**config.mk**
```make
export PLATFORM = sky130hd
export DESIGN_NAME = tdet_top
export DESIGN_NICKNAME = d
export VERILOG_FILES = /design/src/rtl/tdet_pkg.sv /design/src/rtl/tdet_mask.sv /design/src/rtl/tdet_irq.sv /design/src/rtl/tdet_top.sv
export SDC_FILE = /design/constraint.sdc
export NUM_CORES = 1
export LEC_CHECK = 0
export CAP_MARGIN = 30
export CORE_MARGIN = 4
export CORE_UTILIZATION = 46
export DETAILED_ROUTE_END_ITERATION = 12
export GPL_TIMING_DRIVEN = 0
export PLACE_DENSITY = 0.79
export SYNTH_ARGS = -nofsm -noshare
export SYNTH_HDL_FRONTEND = slang
export SYNTH_HIERARCHICAL = 1
export SYNTH_SLANG_ARGS = --single-unit
```
**constraint.sdc**
```tcl
create_clock -name clk -period 1.9 [get_ports clk]
set_clock_uncertainty 0.05 [all_clocks]
set_input_delay 0.38 -clock clk [delete_from_list [all_inputs] [get_ports clk]]
set_output_delay 0.38 -clock clk [all_outputs]
set_load 0.1 [all_outputs]
```
**src/rtl/tdet_pkg.sv**
```systemverilog
package tdet_pkg;
    // Interrupt sequencing state: interrupt active, window open, late change seen
    typedef struct packed {
        logic irq;
        logic hold;
        logic late;
    } irq_st_t;
endpackage

```
**src/rtl/tdet_mask.sv**
```systemverilog
module tdet_mask #(
    parameter int PORT_W = 8
) (
    input  logic              clk,
    input  logic              rst_n,
    input  logic [PORT_W-1:0] pin_in,
    input  logic [PORT_W-1:0] self_drive,
    input  logic [PORT_W-1:0] snap_q,
    output logic [PORT_W-1:0] diff,
    output logic [PORT_W-1:0] excl
);
    logic [PORT_W-1:0] mask_prev_d, mask_prev_q;

    always_comb begin
        mask_prev_d = self_drive;
        excl        = self_drive | mask_prev_q;
        diff        = (pin_in ^ snap_q) & ~excl;
    end

    always_ff @(posedge clk or negedge rst_n) begin
        if (!rst_n) mask_prev_q <= '0;
        else        mask_prev_q <= mask_prev_d;
    end
endmodule

```
**src/rtl/tdet_irq.sv**
```systemverilog
module tdet_irq
    import tdet_pkg::*;
(
    input  logic clk,
    input  logic rst_n,
    input  logic cap_fire,
    input  logic stop_strobe,
    input  logic change_any,
    input  logic flag_any,
    output logic irq_active,
    output logic window
);
    irq_st_t s_d, s_q;

    always_comb begin
        s_d = s_q;
        if (cap_fire) begin
            s_d.irq  = 1'b0;
            s_d.hold = 1'b1;
            s_d.late = s_q.hold ? (s_q.late | change_any) : 1'b0;
        end else if (stop_strobe) begin
            s_d.hold = 1'b0;
            s_d.late = 1'b0;
            s_d.irq  = s_q.irq | s_q.late | change_any;
        end else if (s_q.hold) begin
            s_d.late = s_q.late | change_any;
        end else begin
            s_d.irq  = s_q.irq | change_any;
        end
    end

    always_ff @(posedge clk or negedge rst_n) begin
        if (!rst_n) s_q <= '0;
        else        s_q <= s_d;
    end

    assign irq_active = s_q.irq;
    assign window     = s_q.hold;

    // a flag outside a window always has the interrupt asserted
    p_flag_irq_r2: assert property (@(posedge clk) disable iff (!rst_n)
        (!s_q.hold && flag_any) |-> s_q.irq);
    // interrupt quiet while the window is open
    p_hold_quiet_r5: assert property (@(posedge clk) disable iff (!rst_n)
        s_q.hold |-> !s_q.irq);
    // a late change raises the interrupt at STOP
    p_stop_raise_r6: assert property (@(posedge clk) disable iff (!rst_n)
        (stop_strobe && !cap_fire && s_q.late) |=> s_q.irq);
endmodule

```
**src/rtl/tdet_top.sv**
```systemverilog
module tdet_top #(
    parameter int          PORT_W    = 8,
    parameter logic [PORT_W-1:0] SNAP_INIT = '1
) (
    input  logic              clk,
    input  logic              rst_n,
    input  logic [PORT_W-1:0] pin_in,
    input  logic [PORT_W-1:0] self_drive,
    input  logic              capture,
    input  logic              xact_active,
    input  logic              stop_strobe,
    output logic [PORT_W-1:0] chg_flags,
    output logic [PORT_W-1:0] prior_flags,
    output logic [PORT_W-1:0] snapshot,
    output logic              irq_n
);
    typedef struct packed {
        logic [PORT_W-1:0] snap;
        logic [PORT_W-1:0] flag;
        logic [PORT_W-1:0] prior;
    } det_st_t;

    det_st_t st_d, st_q;
    logic [PORT_W-1:0] diff, excl;
    logic cap_fire, irq_active, window;

    assign cap_fire = capture & xact_active;

    tdet_mask #(.PORT_W(PORT_W)) u_mask (
        .clk        (clk),
        .rst_n      (rst_n),
        .pin_in     (pin_in),
        .self_drive (self_drive),
        .snap_q     (st_q.snap),
        .diff       (diff),
        .excl       (excl)
    );

    tdet_irq u_irq (
        .clk         (clk),
        .rst_n       (rst_n),
        .cap_fire    (cap_fire),
        .stop_strobe (stop_strobe),
        .change_any  (|diff),
        .flag_any    (|st_q.flag),
        .irq_active  (irq_active),
        .window      (window)
    );

    always_comb begin
        st_d = st_q;
        if (cap_fire) begin
            st_d.snap  = pin_in;
            st_d.flag  = '0;
            st_d.prior = st_q.flag;
        end else begin
            st_d.flag = st_q.flag | diff;
            st_d.snap = (st_q.snap & ~excl) | (pin_in & excl);
        end
    end

    always_ff @(posedge clk or negedge rst_n) begin
        if (!rst_n) begin
            st_q.snap  <= SNAP_INIT;
            st_q.flag  <= '0;
            st_q.prior <= '0;
        end else begin
            st_q <= st_d;
        end
    end

    assign chg_flags   = st_q.flag;
    assign prior_flags = st_q.prior;
    assign snapshot    = st_q.snap;
    assign irq_n       = ~irq_active;

    // flags are sticky between captures
    p_flag_sticky_r1: assert property (@(posedge clk) disable iff (!rst_n)
        !cap_fire |=> ((st_q.flag & $past(st_q.flag)) == $past(st_q.flag)));
    // capture loads pins, clears flags, releases interrupt
    p_capture_load_r3: assert property (@(posedge clk) disable iff (!rst_n)
        cap_fire |=> (st_q.snap == $past(pin_in) && st_q.flag == '0 && irq_n));
    // prior flags preserved across capture
    p_prior_keep_r4: assert property (@(posedge clk) disable iff (!rst_n)
        cap_fire |=> (st_q.prior == $past(st_q.flag)));
    // self-driven pins never gain a flag
    p_mask_excl_r7: assert property (@(posedge clk) disable iff (!rst_n)
        !cap_fire |=> ((st_q.flag & $past(self_drive)) == ($past(st_q.flag) & $past(self_drive))));
    // stray capture leaves prior flags alone
    p_stray_cap_r8: assert property (@(posedge clk) disable iff (!rst_n)
        (capture && !xact_active) |=> $stable(st_q.prior));
    // losing the transaction without STOP keeps the window
    p_abort_keep_r9: assert property (@(posedge clk) disable iff (!rst_n)
        (window && !xact_active && !stop_strobe && !cap_fire) |=> window);
endmodule

```
==> reports/metrics.cfg, run 1 <==
[sta]
setup_viol_count_final = 0
timing.hold.ws_ps = 47.4
final_max_slew_viol_count = 0
worst_slew_pin_slew_ps = 748
fin_ws_ps = 33.8
hold_viol_final = 0
period_needed_ps = 1870
maxSlewHeadroom_pct = 50.1
finalCritPeriodShare_pct = 98.2
fin_setup_tns_ps = 0
rsz0062_at_grt = no
fmax_ghz = 0.536

[placement]
placed_cells = 197
gp_congestion = 0.735
dpl_cell_area_sq_um = 1950
dp_hpwl_um = 2240
port-buffer-count = 43
dp_slack_ps = -197

[critical_path]
cp_cell_sequence = clkdlybuf4s18_2
required_ps = 1470
crit_fanout = 3
critPathBufInv = 1
end_kind = output pin
crit_family = flip-flops
path_class = reg -> out
slowest_delay_ps = 560
critPathSlowestCell = dfstp_2
start_kind = flip-flop
cp.arrival_ps = 1440

[drt]
vias = 993
viasPerCell = 4.87
drt-initial-drc-count = 20
drtPass1Iterations = 4
wl_per_cell_um = 14.5
drc_errors = 0
postRouteAntennaNets = 0
routed_wl_um = 2970

[clocking]
cts_tree = yes
clk_pin_slew_worst_paths_ps = 100
max-clock-path-buffers = 2
cts_post_setup_buffers_inserted = 0
ctsHtreeMaxLevel = 2
numCtsBuffers = 5
cts_hold_buffers = 0
numClockSinks = 35
clk_latency_ps = 340
cts-root-buf = clkbuf_4

[yosys]
postSynthCellCount = 110
avgSynthCellArea_sq_um = 13.4
syn_nets = 131
ys_warn_count = 6
syn_area_sq_um = 1470

[power_and_ir_drop]
power.density_nw_per_um2 = 1130
peakVddDrop_uv = 651
p_leak_nw = 0.857
total_power_mw = 2.25

[final_layout]
final_cell_count_no_fill = 204
area_delta_synth_final_pct = 34.7
num_antenna_cells = 0
final_util_pct = 65.0
drive_gt1_share_pct = 43.1
design_area_sq_um = 1990
nets = 181
nFillCells = 259

[global_route]
grt_antenna_before_repair = 0
gr-total-overflow = 0
grt_usage_pct = 16.3
grt_pass1_wl_um = 5090
grt_start_max_net_pins = 36
grt_pass1_vias = 1143

[status]
status = finished, final reports clean

[die]
core_sq_um = 3050
die_y_um = 64.6
num_rows = 20
start_util_pct = 48.3
fp.dieArea_sq_um = 4170
pin_count = 46
die_w_um = 64.6

[flow_run]
maxCapViolations = 0

[hold_path]
hp-class = in -> async

-- what timing repair did --
item / CTS / global route
resized for setup: 79 / 11
endpoints found under the setup margin: 25 / 8
gates cloned: 0 / 0
pin swaps: 0 / 0
-- cell usage in the layout (no fill, tap or decap) --
cell type        count
a21o_2               1
a21oi_1             10
a311oi_1             1
buf_2                8
buf_6                3
clkbuf_1             2
clkbuf_4             5
clkdlybuf4s15_2     17
clkdlybuf4s18_2      1
clkdlybuf4s50_1     17
dfrtp_1             27
dfstp_2              8
inv_1                4
mux2_2              15
mux2_4               1
nand2_1              2
nand2_8              1
nand2b_1             1
nor2_1               8
nor3_1               1
nor4_1               2
o21a_1               8
or2_2                1
or2_4                8
xnor2_1              8
-- cell type report --
class / instances / area (sq um) / area share (%)
Clock buffer: 7 / 45.0 / 2.27
Multi-Input combinational cell: 68 / 539 / 27.2
Sequential cell: 35 / 886 / 44.6
Inverter: 4 / 15.0 / 0.756
Tap cell: 44 / 55.1 / 2.77
Timing Repair Buffer: 43 / 412 / 20.7
Buffer: 3 / 33.8 / 1.70
-- where the power goes --
group,switching (mW),internal [mW]
Combinational,0.729,0.239
Sequential,0.0600,0.848
Clock,0.233,0.139
-- path summary, 6_finish.rpt --
path / from / cells past startpoint / slack (ps) / end
worst min register to register: prior_flags[3] / 1 / 460 / prior_flags[3]
worst min-delay path: rst_n / 1 / 50 / u_mask/mask_prev_q[2]
worst max register to register: flip-flop / 6 / 230 / u_irq/irq_active
max in group asynchronous: rst_n / 1 / 1270 / u_irq/irq_active
min in group clk: xact_active / 3 / 390 / prior_flags[4]
worst max-delay path: flip-flop / 1 / 30 / snapshot[2]
-- worst reg2reg max path, delay by kind of cell, from the launching register on --
kind,cells,cell delay (ps)
AO/OA/AOI/OAI,1,70
XOR/XNOR,1,120
flip-flops,1,560
AND/OR/NAND/NOR,4,750
-- per-layer routing --
layer | GRT usage, % | wire (um) | vias up
met5 | 0 | 0 | -
met4 | 7.92 | 59 | 0
met3 | 5.03 | 181 | 6
met2 | 29.0 | 1600 | 34
met1 | 17.5 | 1130 | 485
li1 | - | - | 468
Power figures use the tool's default switching activity.
==> run 2, diff against run 1 <==
==> constraint.sdc (replaced) <==
create_clock -name clk -period 2.07 [get_ports clk]
set_clock_uncertainty 0.05 [all_clocks]
set_input_delay 0.414 -clock clk [delete_from_list [all_inputs] [get_ports clk]]
set_output_delay 0.414 -clock clk [all_outputs]
set_load 0.1 [all_outputs]
==> run 2 against run 1 <==
First-iteration DRC count is 5.0% lower. Critical endpoint is now chg_flags[3]. Design area shrank 0.13%. Via count did not move. Critical path type unchanged. Routed wire length rose by 0.10%. Critical path depth unchanged. Cell count did not move. Clock-buffer cell count stayed put. Flip-flop and latch count stayed put. Global-route usage about the same. Highest routed layer unchanged. Sequential power decreased by 8.1%. Clock power is 8.1% lower.
==> reports/metrics.cfg, run 2 (synthesized netlist as in run 1, its figures left out) <==
[die]
fp.dieArea_sq_um = 4170  ; unchanged
num_rows = 20  ; unchanged
die_y_um = 64.6  ; unchanged
start_util_pct = 48.3  ; unchanged
die_w_um = 64.6  ; unchanged
core_sq_um = 3050  ; unchanged
pin_count = 46  ; unchanged

[final_layout]
drive_gt1_share_pct = 36.9  ; was 43.1%
nFillCells = 262  ; was 259
num_antenna_cells = 0  ; unchanged
final_common_cell = dfrtp_1  ; unchanged
final_util_pct = 65.0  ; about the same
nets = 181  ; unchanged
area_delta_synth_final_pct = 34.5  ; was 34.7%
most-common-layout-cells = dfrtp_1 (27), clkdlybuf4s50_1 (17), mux2_2 (15)  ; was dfrtp_1 (27), clkdlybuf4s50_1 (17), clkdlybuf4s15_2 (17)

[critical_path]
crit_cells = 1  ; unchanged
required_ps = 1610  ; was 1470 ps
reg2regPathDepth = 6  ; unchanged
cp_cell_sequence = clkdlybuf4s15_1  ; was clkdlybuf4s18_2
crit_family = buffers and inverters  ; was flip-flops
end_kind = output pin  ; unchanged
slowest_delay_ps = 840  ; was 560 ps
start_kind = flip-flop  ; unchanged
critPathSlowestCell = clkdlybuf4s15_1  ; was dfstp_2
path_class = reg -> out  ; unchanged
cp.arrival_ps = 1550  ; was 1440 ps
crit_fanout = 3  ; unchanged
critPathBufInv = 1  ; unchanged

[clocking]
max-clock-path-buffers = 2  ; unchanged
cts_tree = yes  ; unchanged
clk_latency_ps = 340  ; about the same
clk_pin_slew_worst_paths_ps = 100  ; about the same
numCtsBuffers = 5  ; unchanged
ctsHtreeMaxLevel = 2  ; unchanged
cts_hold_buffers = 0  ; unchanged
numClockSinks = 35  ; unchanged
cts_post_setup_buffers_inserted = 0  ; unchanged
cts-root-buf = clkbuf_4  ; unchanged

[placement]
port-buffer-count = 43  ; unchanged
gp_congestion = 0.735  ; unchanged
dp_hpwl_um = 2240  ; unchanged

[sta]
rsz0062_at_grt = no  ; unchanged
timing.hold.ws_ps = 83.4  ; was 47.4 ps
finalCritPeriodShare_pct = 97.3
hold_viol_final = 0  ; unchanged
setup_viol_count_final = 0  ; unchanged
final_max_slew_viol_count = 0  ; unchanged
worst_slew_pin_slew_ps = 967  ; was 748 ps
period_needed_ps = 2010
fin_setup_tns_ps = 0  ; unchanged
fmax_ghz = 0.496
maxSlewHeadroom_pct = 35.8  ; was 50.1%

[drt]
wl_per_cell_um = 14.6  ; was 14.5 um
drt-initial-drc-count = 19  ; was 20
postRouteAntennaNets = 0  ; unchanged
routed_wl_um = 2970  ; about the same
drc_errors = 0  ; unchanged
viasPerCell = 4.87  ; unchanged
drtPass1Iterations = 4  ; unchanged
vias = 993  ; unchanged

[power_and_ir_drop]
peakVddDrop_uv = 599  ; was 651 uV
power.density_nw_per_um2 = 1030  ; was 1130 nW/um^2
p_leak_nw = 0.873  ; was 0.857 nW

[global_route]
grt_pass1_vias = 1149  ; was 1143
gr-total-overflow = 0  ; unchanged
grt_antenna_before_repair = 0  ; unchanged
grt_usage_pct = 16.4  ; was 16.3%
grt_start_max_net_pins = 36  ; unchanged
grt_pass1_wl_um = 5100  ; was 5090 um

[flow_run]
maxCapViolations = 0  ; unchanged

[status]
status = finished, final reports clean  ; unchanged

[hold_path]
hp-class = in -> async  ; unchanged

==> run 2: cell count changes in the layout (fill, tap and decap cells not counted), sizes merged <==
cell           change
buf                -7
clkbuf             +5
dlygate4sd2        +3
clkdlybuf4s18      -1
==> run 2: metrics by stage <==
step	total power, mW	area (sq um)	cells	worst slack [ps]
floorplan	1.53	1470	110	204
global placement	1.76	1960	197	-118
detailed placement	1.77	1950	197	-61.4
CTS	2.07	2000	204	1.23
global route	2.13	1980	204	5.49
finish	2.05	1980	204	55.0
==> run 2: power breakdown <==
| part | leakage (nW) | switching [mW] | internal, mW |
|---|---|---|---|
| registers | 0.419 | 0.0554 | 0.779 |
| logic | 0.428 | 0.669 | 0.206 |
| clock network | 0.0254 | 0.214 | 0.128 |
| total | 0.873 | 0.938 | 1.11 |
==> run 2: worst register-to-register path: stages (launching register included) <==
cell and delay [ps]:
dfstp_2 560, xnor2_1 130, nor2_1 80, nor4_1 310, nand2_1 150, nor3_1 210, a311oi_1 70
==> run 2: final timing paths <==
| kind | from | end | slack, ps |
|---|---|---|---|
| max | chg_flags[3] | chg_flags[3] | 60 |
| min reg2reg | prior_flags[3] | prior_flags[3] | 460 |
| max reg2reg | flip-flop | u_irq/irq_active | 390 |
| min in group clk | xact_active | prior_flags[4] | 430 |
| min | rst_n | u_mask/mask_prev_q[2] | 80 |
| max in group asynchronous | rst_n | u_irq/irq_active | 1400 |
==> run 2: metal layers <==
metal	up-vias	routed length, um	global-route usage (%)
met4	0	59	7.92
met5	-	0	0
met1	485	1150	17.6
met2	34	1590	29.0
li1	468	-	-
met3	6	167	5.03
==> run 2: cell type report <==
type	instances	area, sq um	share of cell area [%]
Buffer	3	33.8	1.70
Clock buffer	7	45.0	2.27
Inverter	4	15.0	0.757
Multi-Input combinational cell	68	539	27.2
Sequential cell	35	886	44.7
Tap cell	44	55.1	2.78
Timing Repair Buffer	43	409	20.6
==> run 2: timing repair <==
| action | CTS | global route |
|---|---|---|
| pin swaps | 0 | 0 |
| setup endpoints to repair | 25 | 12 |
| resized for setup | 48 | 14 |
| endpoints found under the hold margin | 0 | 0 |
==> run 3, diff against run 2 <==
--- a/config.mk
+++ b/config.mk
@@ -9,7 +9,6 @@
 export CORE_MARGIN = 4
 export CORE_UTILIZATION = 46
 export DETAILED_ROUTE_END_ITERATION = 12
-export GPL_TIMING_DRIVEN = 0
 export PLACE_DENSITY = 0.79
 export SYNTH_ARGS = -nofsm -noshare
 export SYNTH_HDL_FRONTEND = slang
==> run 3 against run 2 <==
Sequential share of layout area shrank 2.0 points. Core utilization rose by 3.0 points. Design area increased by 4.6%. Hold slack improved by 350 ps. Via count is 1.4% higher. Clock power rose by 23%. Cell count increased by 1.5%. Largest cell class unchanged. Total power up 6.9%. Fmax up 16%. Global-route usage up 0.38 points. Critical path type is now reg -> reg. Largest power group unchanged.
==> reports/metrics.cfg, run 3 (synthesized netlist as in run 1, its figures left out) <==
[status]
status = finished, final reports clean  ; unchanged

[global_route]
gr-total-overflow = 0  ; unchanged
use_met3_pct = 5.55  ; was 5.03%
grt_pass1_vias = 1146  ; was 1149
grt_start_max_net_pins = 36  ; unchanged
gr-max-usage-layer = met2  ; unchanged
grt_antenna_before_repair = 0  ; unchanged
grt_pass1_wl_um = 5360  ; was 5100 um
grt_usage_pct = 16.7  ; was 16.4%
grt_use_met2_pct = 30.0  ; was 29.0%
grt_use_met1_pct = 19.2  ; was 17.6%

[sta]
finalCritPeriodShare_pct = 83.8  ; was 97.3%
fin_ws_ps = 335  ; was 55.0 ps
fin_setup_tns_ps = 0  ; unchanged
setup_viol_count_final = 0  ; unchanged
hold_viol_final = 0  ; unchanged
worst_slew_pin_slew_ps = 439  ; was 967 ps
maxSlewHeadroom_pct = 70.7  ; was 35.8%
fmax_ghz = 0.576  ; was 0.496 GHz
timing.hold.ws_ps = 438  ; was 83.4 ps
period_needed_ps = 1730  ; was 2010 ps
rsz0062_at_grt = no  ; unchanged
final_max_slew_viol_count = 0  ; unchanged

[clocking]
numClockSinks = 35  ; unchanged
cts_hold_buffers = 0  ; unchanged
max-clock-path-buffers = 2  ; unchanged
ctsHtreeMaxLevel = 2  ; unchanged
cts_resized = 0  ; was 48
cts_post_setup_buffers_inserted = 0  ; unchanged
cts-root-buf = clkbuf_4  ; unchanged
cts_tree = yes  ; unchanged
clk_latency_ps = 330  ; was 340 ps
numCtsBuffers = 5  ; unchanged
clk_pin_slew_worst_paths_ps = 100  ; about the same

[critical_path]
end_kind = flip-flop  ; was output pin
cp_cell_sequence = xnor2_1 -> nor2_1 -> nor4_1 -> nand2_1 -> nor3_1 -> a311oi_1  ; was clkdlybuf4s15_1
path_class = reg -> reg  ; was reg -> out
critPathSlowestCell = dfstp_2  ; was clkdlybuf4s15_1
required_ps = 2230  ; was 1610 ps
start_kind = flip-flop  ; unchanged
cp.arrival_ps = 1900  ; was 1550 ps
slowest_delay_ps = 590  ; was 840 ps
crit_fanout = 3  ; unchanged

[drt]
postRouteAntennaNets = 0  ; unchanged
drt-initial-drc-count = 22  ; was 19
routed_wl_um = 3070  ; was 2970 um
drc_errors = 0  ; unchanged
vias = 1007  ; was 993
viasPerCell = 4.86  ; was 4.87
wl_per_cell_um = 14.8  ; was 14.6 um
drtPass1Iterations = 3  ; was 4

[die]
num_rows = 20  ; unchanged
fp.dieArea_sq_um = 4170  ; unchanged
die_y_um = 64.6  ; unchanged
die_w_um = 64.6  ; unchanged
pin_count = 46  ; unchanged
core_sq_um = 3050  ; unchanged
start_util_pct = 48.3  ; unchanged

[power_and_ir_drop]
power.density_nw_per_um2 = 1060  ; was 1030 nW/um^2
p_leak_nw = 0.931  ; was 0.873 nW
peakVddDrop_uv = 581  ; was 599 uV

[final_layout]
final_common_cell = dfrtp_1  ; unchanged
num_antenna_cells = 0  ; unchanged
most-common-layout-cells = dfrtp_1 (27), clkdlybuf4s50_1 (20), buf_4 (20)  ; was dfrtp_1 (27), clkdlybuf4s50_1 (17), mux2_2 (15)
drive_gt1_share_pct = 42.9  ; was 36.9%
nets = 183  ; was 181
area_delta_synth_final_pct = 40.7  ; was 34.5%

[flow_run]
maxCapViolations = 0  ; unchanged

[hold_path]
hp-class = in -> async  ; unchanged

[placement]
gp_congestion = 0.758  ; was 0.735
port-buffer-count = 45  ; was 43
dp_slack_ps = 27.7  ; was -61.4 ps
dp_hpwl_um = 2360  ; was 2240 um

-- run 3: path summary, 6_finish.rpt --
path | startpoint | endpoint | slack (ps) | depth (start not counted)
max | flip-flop | u_irq/irq_active | 340 | 6
min | rst_n | u_mask/mask_prev_q[0] | 440 | 2
max reg2reg | flip-flop | u_irq/irq_active | 340 | 6
min reg2reg | chg_flags[5] | chg_flags[5] | 460 | 1
max in group asynchronous | rst_n | async pin | 1190 | 2
min in group clk | chg_flags[5] | chg_flags[5] | 460 | 1
-- run 3: per-stage QoR --
| step | instances | util, % | cell area (sq um) | power [mW] |
|---|---|---|---|---|
| 3_3_place_gp | 199 | 65.7 | 2010 | 1.77 |
| 2_1_floorplan | 110 | - | 1470 | 1.53 |
| 5_1_grt | 207 | 68.0 | 2070 | 2.29 |
| 6_report | 207 | 68.0 | 2070 | 2.19 |
| 3_5_place_dp | 199 | 65.7 | 2010 | 1.79 |
| 4_1_cts | 207 | 68.0 | 2070 | 2.21 |
-- run 3: where the power goes --
part / switching [mW] / internal (mW) / leakage, nW / total [mW]
sequential: 0.0646 / 0.779 / 0.419 / 0.844
combinational: 0.670 / 0.258 / 0.473 / 0.928
clock: 0.220 / 0.200 / 0.0386 / 0.420
-- run 3: layout make-up --
cell class                      count  area (sq um)
Multi-Input combinational cell     68           539
Timing Repair Buffer               48           510
Fill cell                         249           978
Clock buffer                        8          68.8
Inverter                            4          15.0
Sequential cell                    35           886
Tap cell                           44          55.1
-- run 3: worst max-delay path: cells and delay by family (launching register included) --
family          cells  cell delay, ps
flops               1             590
compound gates      1              90
simple gates        4             770
xor+xnor            1             120
-- run 3: metal layers --
metal  vias up  part of all wire, %
li1        479                    -
met1       494                   40
met2        31                   53
met3         3                  5.6
met4         0                 0.88
met5         -                    0
